--- config.mk ---
export PLATFORM = sky130hd
export DESIGN_NAME = regtag_steer
export DESIGN_NICKNAME = d
export VERILOG_FILES = /design/src/rtl/regtag_pkg.sv /design/src/rtl/regtag_classify.sv /design/src/rtl/regtag_store.sv /design/src/rtl/regtag_steer.sv
export SDC_FILE = /design/constraint.sdc
export NUM_CORES = 1
export LEC_CHECK = 0
export ABC_CLOCK_PERIOD_IN_PS = 2600
export BUFFER_PORTS_ARGS = -buffer_cell sky130_fd_sc_hd__buf_2
export CORE_MARGIN = 3
export CORE_UTILIZATION = 50
export CTS_BUF_LIST = sky130_fd_sc_hd__clkbuf_2
export CTS_CLUSTER_DIAMETER = 200
export DETAILED_ROUTE_END_ITERATION = 8
export GPL_ROUTABILITY_DRIVEN = 0
export MAX_ROUTING_LAYER = met4
export PLACE_DENSITY = 0.78
export SYNTH_ARGS = -nofsm -noshare
export SYNTH_HDL_FRONTEND = slang
export SYNTH_SLANG_ARGS = --single-unit
export TNS_END_PERCENT = 20
--- constraint.sdc ---
create_clock -name clk -period 2.6 [get_ports clk]
set_input_delay 0.39 -clock clk [delete_from_list [all_inputs] [get_ports clk]]
set_output_delay 0.39 -clock clk [all_outputs]
set_load 0.03 [all_outputs]
--- src/rtl/regtag_pkg.sv ---
package regtag_pkg;
    typedef enum logic [2:0] {
        K_NOP = 3'd0,
        K_LDI = 3'd1,
        K_LDF = 3'd2,
        K_FPO = 3'd3,
        K_INO = 3'd4,
        K_SHR = 3'd5,
        K_ENT = 3'd6,
        K_EXT = 3'd7
    } op_kind_e;

    typedef struct packed {
        logic steer;
        logic to_fp;
        logic bad;
        logic wr;
        logic wr_val;
    } steer_t;
endpackage

--- src/rtl/regtag_classify.sv ---
module regtag_classify
    import regtag_pkg::*;
(
    input  logic [2:0] kind,
    input  logic       src_tag,
    output steer_t     res
);
    always_comb begin
        res = '0;
        case (op_kind_e'(kind))
            K_LDI: begin res.wr = 1'b1; res.wr_val = 1'b0; end
            K_LDF: begin res.wr = 1'b1; res.wr_val = 1'b1; end
            K_FPO: begin
                res.steer  = 1'b1;
                res.to_fp  = 1'b1;
                res.bad    = ~src_tag;
                res.wr     = src_tag;
                res.wr_val = 1'b1;
            end
            K_INO: begin
                res.steer  = 1'b1;
                res.to_fp  = 1'b0;
                res.bad    = src_tag;
                res.wr     = ~src_tag;
                res.wr_val = 1'b0;
            end
            K_SHR: begin
                res.steer  = 1'b1;
                res.to_fp  = src_tag;
                res.wr     = 1'b1;
                res.wr_val = src_tag;
            end
            default: res = '0;
        endcase
    end
endmodule

--- src/rtl/regtag_store.sv ---
module regtag_store #(
    parameter int NREG = 32,
    localparam int AW = $clog2(NREG)
) (
    input  logic            clk,
    input  logic            rst_n,
    input  logic            wr_en,
    input  logic [AW-1:0]   wr_idx,
    input  logic            wr_val,
    input  logic            ld_en,
    input  logic [NREG-1:0] ld_word,
    output logic [NREG-1:0] tags
);
    logic [NREG-1:0] tags_d, tags_q;

    always_comb begin
        tags_d = tags_q;
        if (ld_en)
            tags_d = ld_word;
        else if (wr_en)
            tags_d[wr_idx] = wr_val;
        tags_d[0] = 1'b0;
    end

    always_ff @(posedge clk) begin
        if (!rst_n) tags_q <= '0;
        else        tags_q <= tags_d;
    end

    assign tags = tags_q;


    load_wins_chk: assert property (@(posedge clk) disable iff (!rst_n)
        ld_en |=> tags_q[NREG-1:1] == $past(ld_word[NREG-1:1]));
endmodule

--- src/rtl/regtag_steer.sv ---
module regtag_steer
    import regtag_pkg::*;
#(
    parameter int NREG = 32,
    localparam int AW = $clog2(NREG)
) (
    input  logic            clk,
    input  logic            rst_n,
    input  logic            dec_valid,
    input  logic [2:0]      dec_kind,
    input  logic [AW-1:0]   dec_src,
    input  logic [AW-1:0]   dec_dst,
    output logic            dec_stall,
    input  logic            rs_valid,
    input  logic [NREG-1:0] rs_word,
    output logic            steer_valid,
    output logic            steer_fp,
    output logic            illegal_op,
    output logic            save_valid,
    output logic [NREG-1:0] save_word
);
    typedef struct packed {
        logic            waiting;
        logic            stv;
        logic            fp;
        logic            bad;
        logic            sv;
        logic [NREG-1:0] sw;
    } st_t;

    st_t st_d, st_q;
    logic [NREG-1:0] tags;
    steer_t cls;
    logic acc, restore;

    assign acc     = dec_valid & ~st_q.waiting;
    assign restore = rs_valid & st_q.waiting;

    regtag_classify u_cls (
        .kind    (dec_kind),
        .src_tag (tags[dec_src]),
        .res     (cls)
    );

    regtag_store #(.NREG(NREG)) u_store (
        .clk     (clk),
        .rst_n   (rst_n),
        .wr_en   (acc & cls.wr),
        .wr_idx  (dec_dst),
        .wr_val  (cls.wr_val),
        .ld_en   (restore),
        .ld_word (rs_word),
        .tags    (tags)
    );

    always_comb begin
        st_d     = st_q;
        st_d.stv = acc & cls.steer;
        st_d.fp  = acc & cls.to_fp;
        st_d.bad = acc & cls.bad;
        st_d.sv  = acc & (op_kind_e'(dec_kind) == K_ENT);
        if (acc && op_kind_e'(dec_kind) == K_ENT)
            st_d.sw = tags;
        if (restore)
            st_d.waiting = 1'b0;
        else if (acc && op_kind_e'(dec_kind) == K_EXT)
            st_d.waiting = 1'b1;
    end

    always_ff @(posedge clk) begin
        if (!rst_n) st_q <= '0;
        else        st_q <= st_d;
    end

    assign dec_stall   = st_q.waiting;
    assign steer_valid = st_q.stv;
    assign steer_fp    = st_q.fp;
    assign illegal_op  = st_q.bad;
    assign save_valid  = st_q.sv;
    assign save_word   = st_q.sw;


    exit_stall_chk: assert property (@(posedge clk) disable iff (!rst_n)
        (dec_valid && !dec_stall && dec_kind == 3'd7) |=> dec_stall);

    stall_quiet_chk: assert property (@(posedge clk) disable iff (!rst_n)
        dec_stall |=> !steer_valid && !save_valid && !illegal_op);

    restore_release_chk: assert property (@(posedge clk) disable iff (!rst_n)
        (dec_stall && rs_valid) |=> !dec_stall);

    save_zero_chk: assert property (@(posedge clk) disable iff (!rst_n)
        save_valid |-> !save_word[0]);

    int_steer_chk: assert property (@(posedge clk) disable iff (!rst_n)
        (dec_valid && !dec_stall && dec_kind == 3'd4) |=> steer_valid && !steer_fp);

    fp_steer_chk: assert property (@(posedge clk) disable iff (!rst_n)
        (dec_valid && !dec_stall && dec_kind == 3'd3) |=> steer_valid && steer_fp);

    illegal_implies_steer_chk: assert property (@(posedge clk) disable iff (!rst_n)
        illegal_op |-> steer_valid);
endmodule

==> impl_metrics.env <==
export IMPL_run_status="finished, final reports clean"
export IMPL_finalSetupViolCount=0
export IMPL_finish_instance_area_um2=4590
export IMPL_n_antenna_cell=0
export IMPL_num_nets_final=591
export IMPL_chipWidth_um=90.9
export IMPL_firstDrtPassIters=5
export IMPL_first_global_vias=3633
export IMPL_gr_max_usage_layer="met2"
export IMPL_floorplan_io_pins=86
export IMPL_die_area_um2=8260
export IMPL_synth_edff_count=0
export IMPL_htree_num_levels=3
export IMPL_gr_usage_met3=0.0567
export IMPL_ys_dominant_reg_cell="dfxtp_1"
export IMPL_grt_setup_unrepaired="true"
export IMPL_synth_area_um2=3600
export IMPL_timing_hold_worst_start="dec_kind[0]"
export IMPL_antenna_found_initial=0
export IMPL_worst_hold_path_num_cells=3
export IMPL_die_h_um=90.9
export IMPL_static_leakage_power_nw=1.99
export IMPL_max_cap_viols=0
export IMPL_dp_cells=624
export IMPL_path_clk_slew_ns=0.21
export IMPL_synth_top_area_share=0.372
export IMPL_critPathArrivalTime_ns=3.04
export IMPL_detail_route_wirelength_mm=11.6
export IMPL_stdcell_count=643
export IMPL_r2r_worst_path_depth=9
export IMPL_postSynthRegisterBits=67
export IMPL_period_minus_slack_ns=2.58
export IMPL_power_density_cell_area_nw_per_um2=475
export IMPL_count_of_hold_fix_buffers_inserted_at_cts=0
export IMPL_groute_usage_overall=0.290
export IMPL_overflow=0
export IMPL_mappedNetlistNets=494
export IMPL_achievable_frequency_mhz=387
export IMPL_holdPathEnd="steer_fp"
export IMPL_filler_cell_count=610
export IMPL_synth_seq_area_share=0.372
export IMPL_first_iter_violations=438
export IMPL_reg2reg_to="u_store.tags[18]"
export IMPL_ff2ff_setup_slack_ns=0.02
export IMPL_clock_insertion_delay_worst_skew_ns=0.54
export IMPL_irDropWorstVdd_uv=218
export IMPL_gr_usage_met1=0.395
export IMPL_finClkSkew_ns=0.0363
export IMPL_via_per_inst=6.10
export IMPL_critical_path_startpoint_type="flip-flop"
export IMPL_synthDominantAreaCellType="dfxtp_1"
export IMPL_path_max_fanout=9
export IMPL_place_detailed_hpwl_mm=8.45
export IMPL_clock_tree_buffer_depth=2
export IMPL_placement_rows=30
export IMPL_total_design_power_mw=2.18
export IMPL_groute_layer_met2_usage=0.430
export IMPL_final_period_utilization=0.993
export IMPL_post_synth_inst_count=445
export IMPL_area_growth_syn_to_layout_pct=27.6
export IMPL_post_route_drc_count=0
export IMPL_detail_route_antenna_nets=0
export IMPL_drive_gt1_frac=0.327
export IMPL_tritoncts_clock_tree="yes"
export IMPL_synth_top_cells_by_area="dfxtp_1, nand2_1, o311a_1"
export IMPL_synth_warning_count=0
export IMPL_detailroute_via_count=3923
export IMPL_worst_ep_required_time_ns=3.05
export IMPL_placed_cell_area_um2=4350
export IMPL_critical_path_reg2reg_startpoint="u_store.tags[23]"
export IMPL_area_of_the_core_region_um2=6910
export IMPL_utilization=0.665
export IMPL_floorplan_initialDensity=0.521
export IMPL_synth_cell_types=43
export IMPL_cts_buffers=9
export IMPL_grt_pass1_wl_mm=18.6
export IMPL_per_cell_routed_wire_length_um=18.0
export IMPL_async_reset_ff_frac=0
export IMPL_setup_worst_path_class="flip-flop to flip-flop"
export IMPL_grt_start_max_net_pins=40
export IMPL_worst_hold_path_type="input pin to flip-flop"
export IMPL_syn_avg_cell_area_um2=8.09
export IMPL_io_buffer_count=83
export IMPL_mostFrequentLayoutCells="nand2_1, buf_2, dfxtp_1, buf_4, nand3_1"
export IMPL_cts_num_sinks=67
export IMPL_root_buffer="clkbuf_2"
export IMPL_endpoint_kind="flip-flop"
export IMPL_layout_cells_most_common="nand2_1"
export IMPL_final_hold_viol_count=0
export IMPL_report_final_slew_viol_count=0
## layout make-up
class | instances | area [um^2] | share of cell area
clock buffers | 9 | 45.0 | 0.00981
repair buffers | 133 | 832 | 0.181
multi-input cells | 329 | 2130 | 0.463
inverters | 2 | 7.51 | 0.00163
clock inverters | 7 | 115 | 0.0251
well taps | 96 | 120 | 0.0262
flip-flops and latches | 67 | 1350 | 0.293
## worst max-delay path by stage
stage | to | from | cells past startpoint | slack (ns)
finish | u_store.tags[18] | u_store.tags[23] | 9 | 0.02
global route | u_store.tags[18] | u_store.tags[22] | 9 | -0.07
CTS | u_store.tags[30] | u_store.tags[22] | 8 | -0.003
detailed placement | u_store.tags[30] | dec_src[1] | 9 | -0.38
global placement | u_store.tags[30] | dec_src[1] | 9 | -0.33
floorplan | u_store.tags[7] | dec_src[1] | 10 | -0.03
## where the power goes
| group | switching [mW] | total, mW | internal (mW) |
|---|---|---|---|
| registers | 0.00838 | 1.05 | 1.04 |
| clock network | 0.415 | 0.827 | 0.413 |
| logic | 0.185 | 0.307 | 0.122 |
| total | 0.608 | 2.18 | 1.57 |
## registers in the layout, indices dropped and copies added (netlist names)
name and flops:
save_word 31, save_valid 1, dec_stall 1, steer_valid 1, illegal_op 1, steer_fp 1
u_store.tags 31
## routing by layer
metal | part of all wire | up-vias
met5 | 0 | -
met4 | 0.029 | 0
met3 | 0.11 | 42
met2 | 0.44 | 238
met1 | 0.42 | 1810
li1 | - | 1833
## worst max-delay path, stage by stage, from the launching register on
cell and delay, ns:
dfxtp_1 0.39, mux4_2 0.49, a32oi_2 0.24, o311ai_4 0.15, or2_4 0.29, a211oi_4 0.40
buf_6 0.20, buf_12 0.13, o41ai_2 0.08, o311a_1 0.14
## cells in the mapped netlist, drive strengths merged (5+ instances only)
cell,count
a21boi,24
a21oi,34
a311oi,5
and4,5
buf,9
clkbuf,38
dfxtp,67
mux4,7
nand2,109
nand2b,7
nand3,36
nor2,10
o311a,24
o31ai,6
o41ai,18
or3,5
## kinds of logic (layout without fill, tap and decap cells)
logic type             after synthesis  in the layout  synth area share
AND/OR/NAND/NOR                    196            196             0.253
AO/OA/AOI/OAI                      122            122             0.264
flip-flops                          67             67             0.372
buffers and inverters               49            151            0.0573
multiplexers                        10             10            0.0521
other                                1              1           0.00104
## timing repair
action	in CTS	in global routing
setup buffers	0	3
resized for setup	5	8
cloned	0	0
setup endpoints to repair	24	27
pin swaps	1	6
## through the flow
| stage | setup slack, ns | TNS, ns | hold slack, ns |
|---|---|---|---|
| after floorplan | -0.0326 | -0.579 | 0.439 |
| after global placement | -0.328 | -7.27 | 0.442 |
| after detailed placement | -0.384 | -9.50 | 0.446 |
| after CTS | -0.00302 | -0.00369 | 0.0881 |
| after global routing | -0.0702 | -1.05 | 0.0815 |
| final | 0.0178 | 0 | 0.121 |
Power figures use the tool's default switching activity.
